`config.mk`:
```
export PLATFORM = sky130hd
export DESIGN_NAME = xret_unit
export DESIGN_NICKNAME = d
export VERILOG_FILES = /design/src/rtl/xret_pkg.sv /design/src/rtl/xret_check.sv /design/src/rtl/xret_next.sv /design/src/rtl/xret_unit.sv
export SDC_FILE = /design/constraint.sdc
export NUM_CORES = 1
export LEC_CHECK = 0
export ABC_CLOCK_PERIOD_IN_PS = 3010
export BUFFER_PORTS_ARGS = -buffer_cell sky130_fd_sc_hd__buf_4
export CAP_MARGIN = 5
export CORE_AREA = 2 2 185 187
export CTS_BUF_LIST = sky130_fd_sc_hd__clkbuf_8
export CTS_CLUSTER_DIAMETER = 80
export CTS_CLUSTER_SIZE = 16
export DETAILED_ROUTE_END_ITERATION = 6
export DIE_AREA = 0 0 187 189
export HOLD_SLACK_MARGIN = 0.12
export PLACE_DENSITY = 0.69
export SETUP_SLACK_MARGIN = 0.15
export SYNTH_ARGS = -nofsm -noshare
export SYNTH_HDL_FRONTEND = slang
export SYNTH_HIERARCHICAL = 1
export SYNTH_SLANG_ARGS = --single-unit
```
`constraint.sdc`:
```
create_clock -name clk -period 3.01 [get_ports clk]
set_clock_uncertainty 0.15 [all_clocks]
set_input_delay 0.7525 -clock clk [delete_from_list [all_inputs] [get_ports clk]]
set_output_delay 0.7525 -clock clk [all_outputs]
set_load 0.05 [all_outputs]
```
`src/rtl/xret_pkg.sv`:
```
package xret_pkg;
  typedef enum logic [1:0] {
    PRIV_U   = 2'd0,
    PRIV_S   = 2'd1,
    PRIV_RSV = 2'd2,
    PRIV_M   = 2'd3
  } priv_e;

  localparam int CAUSE_W = 5;
  localparam logic [CAUSE_W-1:0] CAUSE_MISALIGN = 5'd0;
  localparam logic [CAUSE_W-1:0] CAUSE_ILLEGAL  = 5'd2;
  localparam logic [CAUSE_W-1:0] CAUSE_VIRT     = 5'd22;

  // machine status field positions
  localparam int MS_SIE  = 1;
  localparam int MS_MIE  = 3;
  localparam int MS_SPIE = 5;
  localparam int MS_MPIE = 7;
  localparam int MS_SPP  = 8;
  localparam int MS_MPP  = 11;
  localparam int MS_TSR  = 22;
  localparam int MS_MPV  = 39;
  // hypervisor status field positions
  localparam int HS_SPV  = 7;
  localparam int HS_VTSR = 22;
endpackage

```
`src/rtl/xret_check.sv`:
```
module xret_check
  import xret_pkg::*;
#(
  parameter int XLEN   = 64,
  parameter int RULE_W = 5
) (
  input  logic               is_mret,
  input  logic [1:0]         cur_priv,
  input  logic               cur_virt,
  input  logic               tsr,
  input  logic               vtsr,
  input  logic [1:0]         mpp,
  input  logic [XLEN-1:0]    target_pc,
  input  logic               has_c,
  input  logic               has_h,
  input  logic               has_pmp,
  input  logic [RULE_W-1:0]  pmp_rules,
  output logic               fault,
  output logic [CAUSE_W-1:0] cause
);
  logic misaligned;

  assign misaligned = !has_c && (target_pc[1:0] != 2'b00);

  // first failing check in priority order wins
  always_comb begin
    fault = 1'b0;
    cause = CAUSE_MISALIGN;
    if (is_mret) begin
      if (cur_priv != PRIV_M) begin
        fault = 1'b1;
        cause = CAUSE_ILLEGAL;
      end else if (misaligned) begin
        fault = 1'b1;
        cause = CAUSE_MISALIGN;
      end else if (has_pmp && (pmp_rules == '0) && (mpp != PRIV_M)) begin
        fault = 1'b1;
        cause = CAUSE_ILLEGAL;
      end
    end else begin
      if (cur_priv == PRIV_U) begin
        fault = 1'b1;
        cause = CAUSE_ILLEGAL;
      end else if (misaligned) begin
        fault = 1'b1;
        cause = CAUSE_MISALIGN;
      end else if (tsr && (cur_priv != PRIV_M)) begin
        fault = 1'b1;
        cause = CAUSE_ILLEGAL;
      end else if (has_h && cur_virt && vtsr) begin
        fault = 1'b1;
        cause = CAUSE_VIRT;
      end
    end
  end
endmodule

```
`src/rtl/xret_next.sv`:
```
module xret_next
  import xret_pkg::*;
#(
  parameter int XLEN = 64
) (
  input  logic            is_mret,
  input  logic            cur_virt,
  input  logic            has_h,
  input  logic [XLEN-1:0] mstatus,
  input  logic [XLEN-1:0] hstatus,
  output logic [XLEN-1:0] nxt_mstatus,
  output logic [XLEN-1:0] nxt_hstatus,
  output logic [1:0]      nxt_priv,
  output logic            nxt_virt,
  output logic            nxt_swap
);
  always_comb begin
    nxt_mstatus = mstatus;
    nxt_hstatus = hstatus;
    nxt_virt    = cur_virt;
    nxt_swap    = 1'b0;
    if (is_mret) begin
      nxt_priv                    = mstatus[MS_MPP+1:MS_MPP];
      nxt_mstatus[MS_MIE]         = mstatus[MS_MPIE];
      nxt_mstatus[MS_MPIE]        = 1'b1;
      nxt_mstatus[MS_MPP+1:MS_MPP] = PRIV_U;
      nxt_mstatus[MS_MPV]         = 1'b0;
      if (has_h) begin
        nxt_virt = mstatus[MS_MPV];
        nxt_swap = mstatus[MS_MPV];
      end
    end else begin
      nxt_priv             = {1'b0, mstatus[MS_SPP]};
      nxt_mstatus[MS_SIE]  = mstatus[MS_SPIE];
      nxt_mstatus[MS_SPIE] = 1'b1;
      nxt_mstatus[MS_SPP]  = 1'b0;
      if (has_h && !cur_virt) begin
        nxt_virt            = hstatus[HS_SPV];
        nxt_swap            = hstatus[HS_SPV];
        nxt_hstatus[HS_SPV] = 1'b0;
      end
    end
  end
endmodule

```
`src/rtl/xret_unit.sv`:
```
module xret_unit
  import xret_pkg::*;
#(
  parameter int XLEN   = 64,
  parameter int RULE_W = 5
) (
  input  logic              clk,
  input  logic              rst,
  input  logic              req_valid,
  input  logic              req_is_mret,
  input  logic [1:0]        cur_priv,
  input  logic              cur_virt,
  input  logic [XLEN-1:0]   mstatus_i,
  input  logic [XLEN-1:0]   hstatus_i,
  input  logic [XLEN-1:0]   sepc_i,
  input  logic [XLEN-1:0]   mepc_i,
  input  logic              cfg_has_c,
  input  logic              cfg_has_h,
  input  logic              cfg_has_pmp,
  input  logic [RULE_W-1:0] cfg_pmp_rules,
  output logic              done_o,
  output logic              commit_o,
  output logic              exc_o,
  output logic [4:0]        cause_o,
  output logic [XLEN-1:0]   ret_pc_o,
  output logic [1:0]        priv_o,
  output logic              virt_o,
  output logic [XLEN-1:0]   mstatus_o,
  output logic [XLEN-1:0]   hstatus_o,
  output logic              swap_o
);
  logic [XLEN-1:0]    target_pc;
  logic               fault;
  logic [CAUSE_W-1:0] fault_cause;
  logic [XLEN-1:0]    nxt_mst, nxt_hst;
  logic [1:0]         nxt_priv;
  logic               nxt_virt, nxt_swap;

  assign target_pc = req_is_mret ? mepc_i : sepc_i;

  xret_check #(.XLEN(XLEN), .RULE_W(RULE_W)) u_check (
    .is_mret   (req_is_mret),
    .cur_priv  (cur_priv),
    .cur_virt  (cur_virt),
    .tsr       (mstatus_i[MS_TSR]),
    .vtsr      (hstatus_i[HS_VTSR]),
    .mpp       (mstatus_i[MS_MPP+1:MS_MPP]),
    .target_pc (target_pc),
    .has_c     (cfg_has_c),
    .has_h     (cfg_has_h),
    .has_pmp   (cfg_has_pmp),
    .pmp_rules (cfg_pmp_rules),
    .fault     (fault),
    .cause     (fault_cause)
  );

  xret_next #(.XLEN(XLEN)) u_next (
    .is_mret     (req_is_mret),
    .cur_virt    (cur_virt),
    .has_h       (cfg_has_h),
    .mstatus     (mstatus_i),
    .hstatus     (hstatus_i),
    .nxt_mstatus (nxt_mst),
    .nxt_hstatus (nxt_hst),
    .nxt_priv    (nxt_priv),
    .nxt_virt    (nxt_virt),
    .nxt_swap    (nxt_swap)
  );

  always_ff @(posedge clk) begin
    if (rst) begin
      done_o    <= 1'b0;
      commit_o  <= 1'b0;
      exc_o     <= 1'b0;
      swap_o    <= 1'b0;
      cause_o   <= '0;
      ret_pc_o  <= '0;
      priv_o    <= '0;
      virt_o    <= 1'b0;
      mstatus_o <= '0;
      hstatus_o <= '0;
    end else begin
      done_o   <= req_valid;
      commit_o <= req_valid && !fault;
      exc_o    <= req_valid && fault;
      swap_o   <= req_valid && !fault && nxt_swap;
      if (req_valid) begin
        cause_o   <= fault ? fault_cause : '0;
        ret_pc_o  <= target_pc;
        priv_o    <= fault ? cur_priv  : nxt_priv;
        virt_o    <= fault ? cur_virt  : nxt_virt;
        mstatus_o <= fault ? mstatus_i : nxt_mst;
        hstatus_o <= fault ? hstatus_i : nxt_hst;
      end
    end
  end
endmodule

```
==> summary.txt, run 1 <==
CP max FO: 48
TritonCTS clock tree: built
Async SR Flop Fraction: 0
CP arrival: 2.58 ns
TNS Setup: 0 ns
FF-to-FF End: hstatus_o[38]
Pint: 0.00439 W
Vias in the first global route: 8096
Die width: 187 um
RSZ-0062 raised after global routing: false
Hold path startpoint: cause_o[2]
Clk network pwr share: 0.234
Post-synthesis register bit count: 204
Crit Reg-Reg Startpoint: hstatus_o[38]
Final ANT Viol Nets: 0
Via count: 8435
Switching Share: 0.350
Final period utilization: 0.764
Peak supply drop: 0.312 mV
Worst min path class: flip-flop to flip-flop
Max cap viols: 0
Share of post-route cells with drive strength above 1: 0.479
IO Port Bufs: 474
Flop pwr share: 0.447
Core Area: 0.0333 mm^2
Initial Utilization: 0.320
Syn. warnings: 6
Gr usage total: 0.164
Reg area: 0.00408 mm^2
Final setup fails: 0
Fill cells: 3285
# rows: 67
Library cells used by synthesis: 37
Slew margin rel.: 0.465
Slowest stage delay, CP: 0.35 ns
Syn-to-layout area delta: 29.0%
Reg2Reg Setup Slack: 2.08 ns
CTS Sinks: 204
I/O pin count: 475
Clk slew on worst S/H paths: 0.10 ns
Vias per std cell: 4.66
Psw: 0.00236 W
Final hold viol count: 0
First-pass GRT wire length: 46100 um
Seq/Total Area, Yosys: 0.384
Die height: 189 um
Gate Count Post-Synth: 1055
Hold depth: 2
Remaining global-route overflow: 0
# hold bufs at CTS: 0
Post-route minimum period: 2.30 ns
Full die area: 0.0353 mm^2
1st-iter DRT viols: 228
Leak: 6.55 nW
Dominant cell type by area after synthesis: dfxtp_1
Worst-skew pair later-pin latency: 0.54 ns
Power Density: 492 mW/mm^2
Critical-path cell list: buf_4 > inv_1 > maj3_2 > o32a_1 > or2_4 > buf_12 > mux2i_1 > a211oi_1
Post-synth EDFFs: 0
Initial antenna violation count: 3
Layout Utilization: 0.413
Top-area cell type share of the netlist area: 0.384
RD Place Congestion: 0.814
Detailed-placement wirelength estimate: 22800 um
Netlist Area Pre-Place: 0.0106 mm^2
Critical setup path kind: input port to flip-flop
Worst Max-Slew Pin Slew: 0.802 ns
Combinational power share: 0.320
Final wirelength: 30700 um
Delay-heaviest family, CP: compound AO/OA/AOI/OAI gates
Clock buffer depth: 3
Worst Path Required: 3.29 ns
Type of origin of the critical path: input port
Drt first pass iters: 4
Residual DRC: 0
CTS resizes: 0
Top cells by area, synth: dfxtp_1 (38%), mux2i_1 (12%), a211oi_1 (9.2%), buf_4 (8.8%), mux2_2 (7.1%)
WP buf/inv: 3
Syn_area_per_cell: 10.1 um^2
Largest net degree at the start of global routing: 143
Crit path launch: cur_priv[1]
Reg2Reg Depth: 2
Pins Over Slew Limit: 0
Total CTS buffers: 17
Most used DFF post-synth: dfxtp_1
Endpoint, Worst Hold: cause_o[2]
Root Driver: clkbuf_8
Max Fclk: 0.435 GHz
Slowest stage cell on the critical path: o32a_1
Multi-input logic area: 0.00497 mm^2
Nets: 1629
Routed length per instance: 17.0 um
CP endpoint kind: flip-flop
Htree depth: 1
Postcts setup bufs: 0
Status: finished, final reports clean
## through the flow
stage	total power (W)	setup slack (ns)	area [um^2]	cells	hold WS, ns
after global placement	0.00522	0.245	13400	1787	0.306
final	0.00675	0.711	13700	1812	0.328
after CTS	0.00686	0.762	13700	1809	0.332
after detailed placement	0.00525	0.196	13400	1787	0.318
after floorplan	0.00461	0.287	10600	1056	0.540
after global routing	0.00706	0.622	13700	1812	0.351
## area by class of cell
class,instances,area share
diodes,3,0.000546
flip-flops and latches,204,0.297
inverters,3,0.000820
multi-input cells,637,0.362
clock inverters,5,0.00401
well taps,448,0.0408
clock buffers,17,0.0170
repair buffers,495,0.278
## state kept, by name, summed over array words and instances (netlist names)
name and count:
cause_o 5, priv_o 2, done_o 1, swap_o 1, mstatus_o 64, commit_o 1, exc_o 1, hstatus_o 64
virt_o 1, ret_pc_o 64
## worst register-to-register path: stages (launching register included)
cell	delay, ns
dfxtp_1	0.40
nor2_1	0.06
a211oi_1	0.24
## cells in the final DEF (no fill, tap or decap), types with 2 or more instances in the layout
master / instances
and2_1: 4
dfxtp_1: 204
a211oi_1: 131
nand2_1: 3
mux2_2: 67
nand3_1: 6
nand2b_1: 6
mux2i_1: 131
conb_1: 2
clkbuf_8: 17
nor2_1: 134
o21ba_2: 64
o21a_1: 65
a21oi_1: 5
buf_12: 7
diode_2: 3
inv_1: 3
clkinv_2: 2
buf_4: 486
nor2b_1: 4
## cells in the mapped netlist, types with 2 or more instances
library cell,instances
dfxtp_1,204
nor2_1,134
a211oi_1,131
mux2i_1,131
buf_4,125
mux2_2,67
o21a_1,65
o21ba_2,64
buf_2,40
clkbuf_1,25
buf_12,13
buf_6,8
nand2b_1,6
nand3_1,6
a21oi_1,5
and2_1,4
nor2b_1,4
nand2_1,3
inv_1,2
## metal layers
metal | vias up | GRT usage | part of all wire
li1 | 4215 | - | -
met1 | 3880 | 0.192 | 0.41
met2 | 300 | 0.279 | 0.48
met3 | 40 | 0.0539 | 0.081
met4 | 0 | 0.0595 | 0.033
met5 | - | 0 | 0
## power by group through the flow
| stage | logic (W) | clock network (W) | registers [W] |
|---|---|---|---|
| after floorplan | 0.000849 | 0 | 0.00377 |
| after global placement | 0.00215 | 0 | 0.00307 |
| after detailed placement | 0.00217 | 0 | 0.00308 |
| after CTS | 0.00218 | 0.00166 | 0.00302 |
| after global routing | 0.00228 | 0.00174 | 0.00304 |
| final | 0.00216 | 0.00158 | 0.00302 |
## how the worst max path moves through the flow
stage,to,depth (start not counted)
3_3_place_gp,priv_o[0],8
4_1_cts,hstatus_o[8],8
5_1_grt,hstatus_o[8],8
2_1_floorplan,hstatus_o[7],11
3_5_place_dp,mstatus_o[18],8
6_report,hstatus_o[8],8
## logic make-up (layout without fill, tap and decap cells)
kind of cell	after synthesis	in the layout	synth area share
adder cells (fa/ha/maj)	2	2	0.00200
AND/OR/NAND/NOR	165	165	0.0650
buffers and inverters	215	520	0.150
other	1	5	0.000352
AO/OA/AOI/OAI	270	270	0.205
multiplexers	198	198	0.194
flip-flops	204	204	0.384
Power figures use the tool's default switching activity.
==> run 2: changes to the inputs <==
--- a/config.mk
+++ b/config.mk
@@ -5,17 +5,17 @@
 export SDC_FILE = /design/constraint.sdc
 export NUM_CORES = 1
 export LEC_CHECK = 0
-export ABC_CLOCK_PERIOD_IN_PS = 3010
+export ABC_CLOCK_PERIOD_IN_PS = 2100
 export BUFFER_PORTS_ARGS = -buffer_cell sky130_fd_sc_hd__buf_4
 export CAP_MARGIN = 5
-export CORE_AREA = 2 2 185 187
+export CORE_AREA = 2 2 184 186
 export CTS_BUF_LIST = sky130_fd_sc_hd__clkbuf_8
 export CTS_CLUSTER_DIAMETER = 80
 export CTS_CLUSTER_SIZE = 16
 export DETAILED_ROUTE_END_ITERATION = 6
-export DIE_AREA = 0 0 187 189
+export DIE_AREA = 0 0 186 188
 export HOLD_SLACK_MARGIN = 0.12
-export PLACE_DENSITY = 0.69
+export PLACE_DENSITY = 0.72
 export SETUP_SLACK_MARGIN = 0.15
 export SYNTH_ARGS = -nofsm -noshare
 export SYNTH_HDL_FRONTEND = slang
==> constraint.sdc (replaced) <==
create_clock -name clk -period 2.1 [get_ports clk]
set_clock_uncertainty 0.15 [all_clocks]
set_input_delay 0.525 -clock clk [delete_from_list [all_inputs] [get_ports clk]]
set_output_delay 0.525 -clock clk [all_outputs]
set_load 0.05 [all_outputs]
==> run 2 against run 1 <==
Non-clock buffer count increased by 90. Cell count increased by 4.9%. Routed wire length increased by 10%. Critical endpoint is now hstatus_o[6].
==> summary.txt, run 2 (same netlist as run 1, synthesis figures left out) <==
Final period utilization: 0.968
Worst Max-Slew Pin Slew: 0.756 ns
Full die area: 0.0350 mm^2
Reg area: 0.00408 mm^2
Die width: 186 um
Status: finished, final reports clean
Clock buffer depth: 3
Residual DRC: 0
Fill cells: 3109
Crit Reg-Reg Startpoint: ret_pc_o[1]
RD Place Congestion: 0.794
Die height: 188 um
Commonest cells after routing, fill and taps aside: buf_4 (512), dfxtp_1 (204), nor2_1 (132), mux2i_1 (126), a211oi_1 (121)
Largest registers: hstatus_o: 64 flops, mstatus_o: 64 flops, ret_pc_o: 64 flops
Power Density: 665 mW/mm^2
Total CTS buffers: 16
Final ANT Viol Nets: 0
CP max FO: 13
Critical setup path kind: input port to flip-flop
Max cap viols: 0
Initial Utilization: 0.321
I/O pin count: 475
Pins Over Slew Limit: 0
CP endpoint kind: flip-flop
Remaining global-route overflow: 0
Multi-input logic area: 0.00510 mm^2
Worst min path class: input port to flip-flop
RSZ-0062 raised after global routing: true
Max Fclk: 0.492 GHz
Vias in the first global route: 8992
Hold path startpoint: sepc_i[46]
Core Area: 0.0331 mm^2
Min setup slack post-route: 0.0680 ns
CP arrival: 2.33 ns
Via count: 8868
Share of post-route cells with drive strength above 1: 0.493
TNS Setup: 0 ns
FF-to-FF End: ret_pc_o[1]
Drt first pass iters: 4
DP Worst Slack: -0.594 ns
CTS Sinks: 204
Htree depth: 1
Crit path launch: mstatus_i[22]
Reg2Reg Depth: 2
Largest net degree at the start of global routing: 78
Syn-to-layout area delta: 39.2%
Peak supply drop: 0.635 mV
Root Driver: clkbuf_8
Gr usage total: 0.184
Worst Path Required: 2.40 ns
Detailed-placement wirelength estimate: 24700 um
Reg2Reg Setup Slack: 1.19 ns
Nets: 1720
Clk slew on worst S/H paths: 0.11 ns
# rows: 67
Slew margin rel.: 0.496
Commonest non-fill, non-tap cell in the layout: buf_4
Final setup fails: 0
Initial antenna violation count: 3
Placed cells: 1822
1st-iter DRT viols: 360
First-pass GRT wire length: 50800 um
IO Port Bufs: 474
Final wirelength: 33800 um
Type of origin of the critical path: input port
TritonCTS clock tree: built
Worst-skew pair later-pin latency: 0.52 ns
Final Power: 0.00985 W
Routed length per instance: 17.8 um
Non-filler cells, final: 1900
Hold depth: 3
Leak: 7.02 nW
Final hold viol count: 0
Post-route minimum period: 2.03 ns
Endpoint, Worst Hold: ret_pc_o[46]
Vias per std cell: 4.67
## run 2: changes by cell type in the layout (fill, tap and decap cells not counted), moves of 4 or more
| cell | delta |
|---|---|
| buf_6 | +6 |
| dlygate4sd3_1 | +47 |
| mux2i_2 | +4 |
| a211oi_1 | -10 |
| buf_12 | +6 |
| a211oi_2 | +10 |
| mux2i_1 | -5 |
| buf_4 | +26 |
## run 2: layer usage
metal  up-vias  track usage  wire (um)  share of wire
li1       4393            -          -              -
met1      4084        0.214      13500           0.40
met2       346        0.323      16700           0.49
met3        45       0.0540       2860          0.084
met4         0       0.0536        860          0.025
met5         -            0          0              0
## run 2: final cells by class
cell class	instances	share of cell area
clock inverter	1	0.00203
sequential	204	0.276
tap	448	0.0378
antenna	3	0.000507
clock buffer	17	0.0158
inverter	3	0.000929
timing repair buffer	585	0.323
multi-input combinational	639	0.344
## run 2: repair_timing
item                                    4_1_cts  5_1_grt
endpoints found under the hold margin        31        0
hold buffers                                 47        0
gates resized for setup                      14       20
pin swaps                                     7       11
setup buffers                                 2        4
cloned                                        4        0
endpoints found under the setup margin      112      117
## run 2: critical path: stages
cell	delay (ns)
buf_8	0.10
maj3_2	0.32
o32a_1	0.36
or2_4	0.35
bufbuf_16	0.32
mux2i_2	0.15
a211oi_2	0.20
## run 2: worst max-delay path by stage
stage                         end  slack (ns)  cells past startpoint
finish               hstatus_o[6]        0.07                      7
global route        mstatus_o[32]        0.04                      9
CTS                 mstatus_o[48]        0.12                      8
detailed placement  hstatus_o[17]       -0.59                      9
global placement    hstatus_o[34]       -0.56                      8
floorplan           hstatus_o[27]       -0.31                     11
## run 2: power breakdown
| group | switching [W] | total [W] | internal (W) | leakage (nW) |
|---|---|---|---|---|
| clock network | 0.00132 | 0.00218 | 0.000856 | 0.136 |
| registers | 0.000162 | 0.00432 | 0.00416 | 1.70 |
| logic | 0.00192 | 0.00335 | 0.00143 | 5.19 |
## run 2: metrics by stage
step                hold slack, ns  area [um^2]   util
global placement             0.306        13800  0.417
detailed placement           0.314        13800  0.417
CTS                          0.120        14700  0.444
floorplan                    0.540        10700      -
finish                       0.180        14800  0.447
global route                 0.124        14800  0.447
==> run 3: changes to the inputs <==
--- a/config.mk
+++ b/config.mk
@@ -8,14 +8,14 @@
 export ABC_CLOCK_PERIOD_IN_PS = 2100
 export BUFFER_PORTS_ARGS = -buffer_cell sky130_fd_sc_hd__buf_4
 export CAP_MARGIN = 5
-export CORE_AREA = 2 2 184 186
-export CTS_BUF_LIST = sky130_fd_sc_hd__clkbuf_8
+export CORE_AREA = 2 2 186 188
+export CTS_BUF_LIST = sky130_fd_sc_hd__clkbuf_16
 export CTS_CLUSTER_DIAMETER = 80
 export CTS_CLUSTER_SIZE = 16
 export DETAILED_ROUTE_END_ITERATION = 6
-export DIE_AREA = 0 0 186 188
+export DIE_AREA = 0 0 188 190
 export HOLD_SLACK_MARGIN = 0.12
-export PLACE_DENSITY = 0.72
+export PLACE_DENSITY = 0.71
 export SETUP_SLACK_MARGIN = 0.15
 export SYNTH_ARGS = -nofsm -noshare
 export SYNTH_HDL_FRONTEND = slang
==> run 3 against run 2 <==
Largest cell class unchanged. Sequential cell count is the same. Sequential power is essentially flat. Global-route usage shrank 1.3 points. Critical endpoint is now hstatus_o[8].
==> summary.txt, run 3 (same netlist as run 1, synthesis figures left out) <==
Leak: 6.95 nW
Vias in the first global route: 8281
Max Fclk: 0.497 GHz
Detailed-placement wirelength estimate: 24800 um
Clk slew on worst S/H paths: 0.07 ns
Nets: 1676
Gr usage total: 0.170
Worst min path class: input port to flip-flop
Min setup slack post-route: 0.0864 ns
Max cap viols: 0
Remaining global-route overflow: 0
Initial Utilization: 0.314
Worst Max-Slew Pin Slew: 0.830 ns
Reg area: 0.00408 mm^2
Die height: 190 um
Via count: 8729
Final Power: 0.0106 W
Htree depth: 1
Routed length per instance: 17.9 um
CP max FO: 6
Post-route minimum period: 2.01 ns
CP endpoint kind: flip-flop
Final period utilization: 0.959
CTS Sinks: 204
Full die area: 0.0357 mm^2
Final hold viol count: 0
Power Density: 718 mW/mm^2
Largest net degree at the start of global routing: 64
RSZ-0062 raised after global routing: true
I/O pin count: 475
Pins Over Slew Limit: 0
Critical setup path kind: input port to flip-flop
Fill cells: 3257
Status: finished, final reports clean
DP Worst Slack: -0.559 ns
Drt first pass iters: 4
Commonest non-fill, non-tap cell in the layout: buf_4
Residual DRC: 0
TritonCTS clock tree: built
Die width: 188 um
Slowest stage delay, CP: 0.32 ns
Share of post-route cells with drive strength above 1: 0.526
Total CTS buffers: 17
Critical-path cell list: buf_12 > mux2_4 > nor2_4 > nor2_2 > or2_4 > clkbuf_16 > buf_16 > mux2i_2 > a211oi_2
Initial antenna violation count: 4
# rows: 68
Core Area: 0.0339 mm^2
Multi-input logic area: 0.00520 mm^2
Commonest cells after routing, fill and taps aside: buf_4 (506), dfxtp_1 (204), nor2_1 (132), mux2i_1 (115), a211oi_1 (111)
Slowest stage cell on the critical path: mux2_4
Syn-to-layout area delta: 39.2%
# hold bufs at CTS: 0
Worst-skew pair later-pin latency: 0.49 ns
IO Port Bufs: 474
Reg2Reg Setup Slack: 1.21 ns
Peak supply drop: 0.589 mV
Worst Path Required: 2.36 ns
Type of origin of the critical path: input port
CP arrival: 2.27 ns
Final ANT Viol Nets: 0
Vias per std cell: 4.68
Root Driver: clkbuf_16
RD Place Congestion: 0.793
First-pass GRT wire length: 48100 um
Final wirelength: 33400 um
Clock buffer depth: 3
Slew margin rel.: 0.447
1st-iter DRT viols: 254
Largest registers: hstatus_o: 64 flops, mstatus_o: 64 flops, ret_pc_o: 64 flops
Final setup fails: 0
[run 3: cell types whose count changed in the layout (fill, tap and decap cells not counted), sizes merged, moves of 2 or more]
| cell | delta |
|---|---|
| bufbuf | -2 |
| inv | +2 |
| clkbuf | +7 |
| or2 | -2 |
| dlygate4sd3 | -47 |
[run 3: where the power goes]
group / switching, W / internal (W) / leakage, nW
combinational: 0.00192 / 0.00144 / 5.03
clock: 0.00148 / 0.00146 / 0.224
sequential: 0.000163 / 0.00416 / 1.70
total: 0.00357 / 0.00706 / 6.95
[run 3: cell type report]
cell class / instances / area share
Inverter: 3 / 0.000760
Antenna cell: 2 / 0.000338
Multi-Input combinational cell: 637 / 0.351
Sequential cell: 204 / 0.276
Timing Repair Buffer: 542 / 0.303
Clock inverter: 4 / 0.00194
Tap cell: 455 / 0.0384
Clock buffer: 17 / 0.0287
[run 3: through the flow]
step	setup TNS [ns]	cell area [um^2]	utilization	cells	hold slack (ns)
floorplan	-37.51	10700	-	1056	0.540
global placement	-67.02	13800	0.408	1829	0.307
detailed placement	-72.10	13800	0.408	1829	0.318
CTS	0	14400	0.423	1850	0.180
global route	0	14800	0.436	1864	0.195
finish	0	14800	0.436	1864	0.200
[run 3: critical path, delay by kind of cell]
kind	cells	cell delay (ns)
AO/OA/AOI/OAI	1	0.25
buffers and inverters	3	0.46
multiplexers	2	0.47
AND/OR/NAND/NOR	3	0.55
[run 3: routing by layer]
layer	track usage	vias up	routed length, um
met2	0.300	315	16600
met3	0.0493	49	2440
met1	0.200	4044	13400
met5	0	-	0
met4	0.0506	0	983
li1	-	4321	-
[run 3: final timing paths]
check | end | start | cells after the start
hold / removal | ret_pc_o[10] | mepc_i[10] | 3
setup reg to reg | hstatus_o[48] | hstatus_o[48] | 2
setup / recovery | hstatus_o[8] | req_is_mret | 9
hold reg to reg | cause_o[0] | cause_o[0] | 2
[run 3: what timing repair did]
action / in CTS / in global routing
setup buffers: 0 / 4
setup endpoints to repair: 127 / 126
resized for setup: 15 / 49
pin swaps: 25 / 44
cloned: 0 / 8
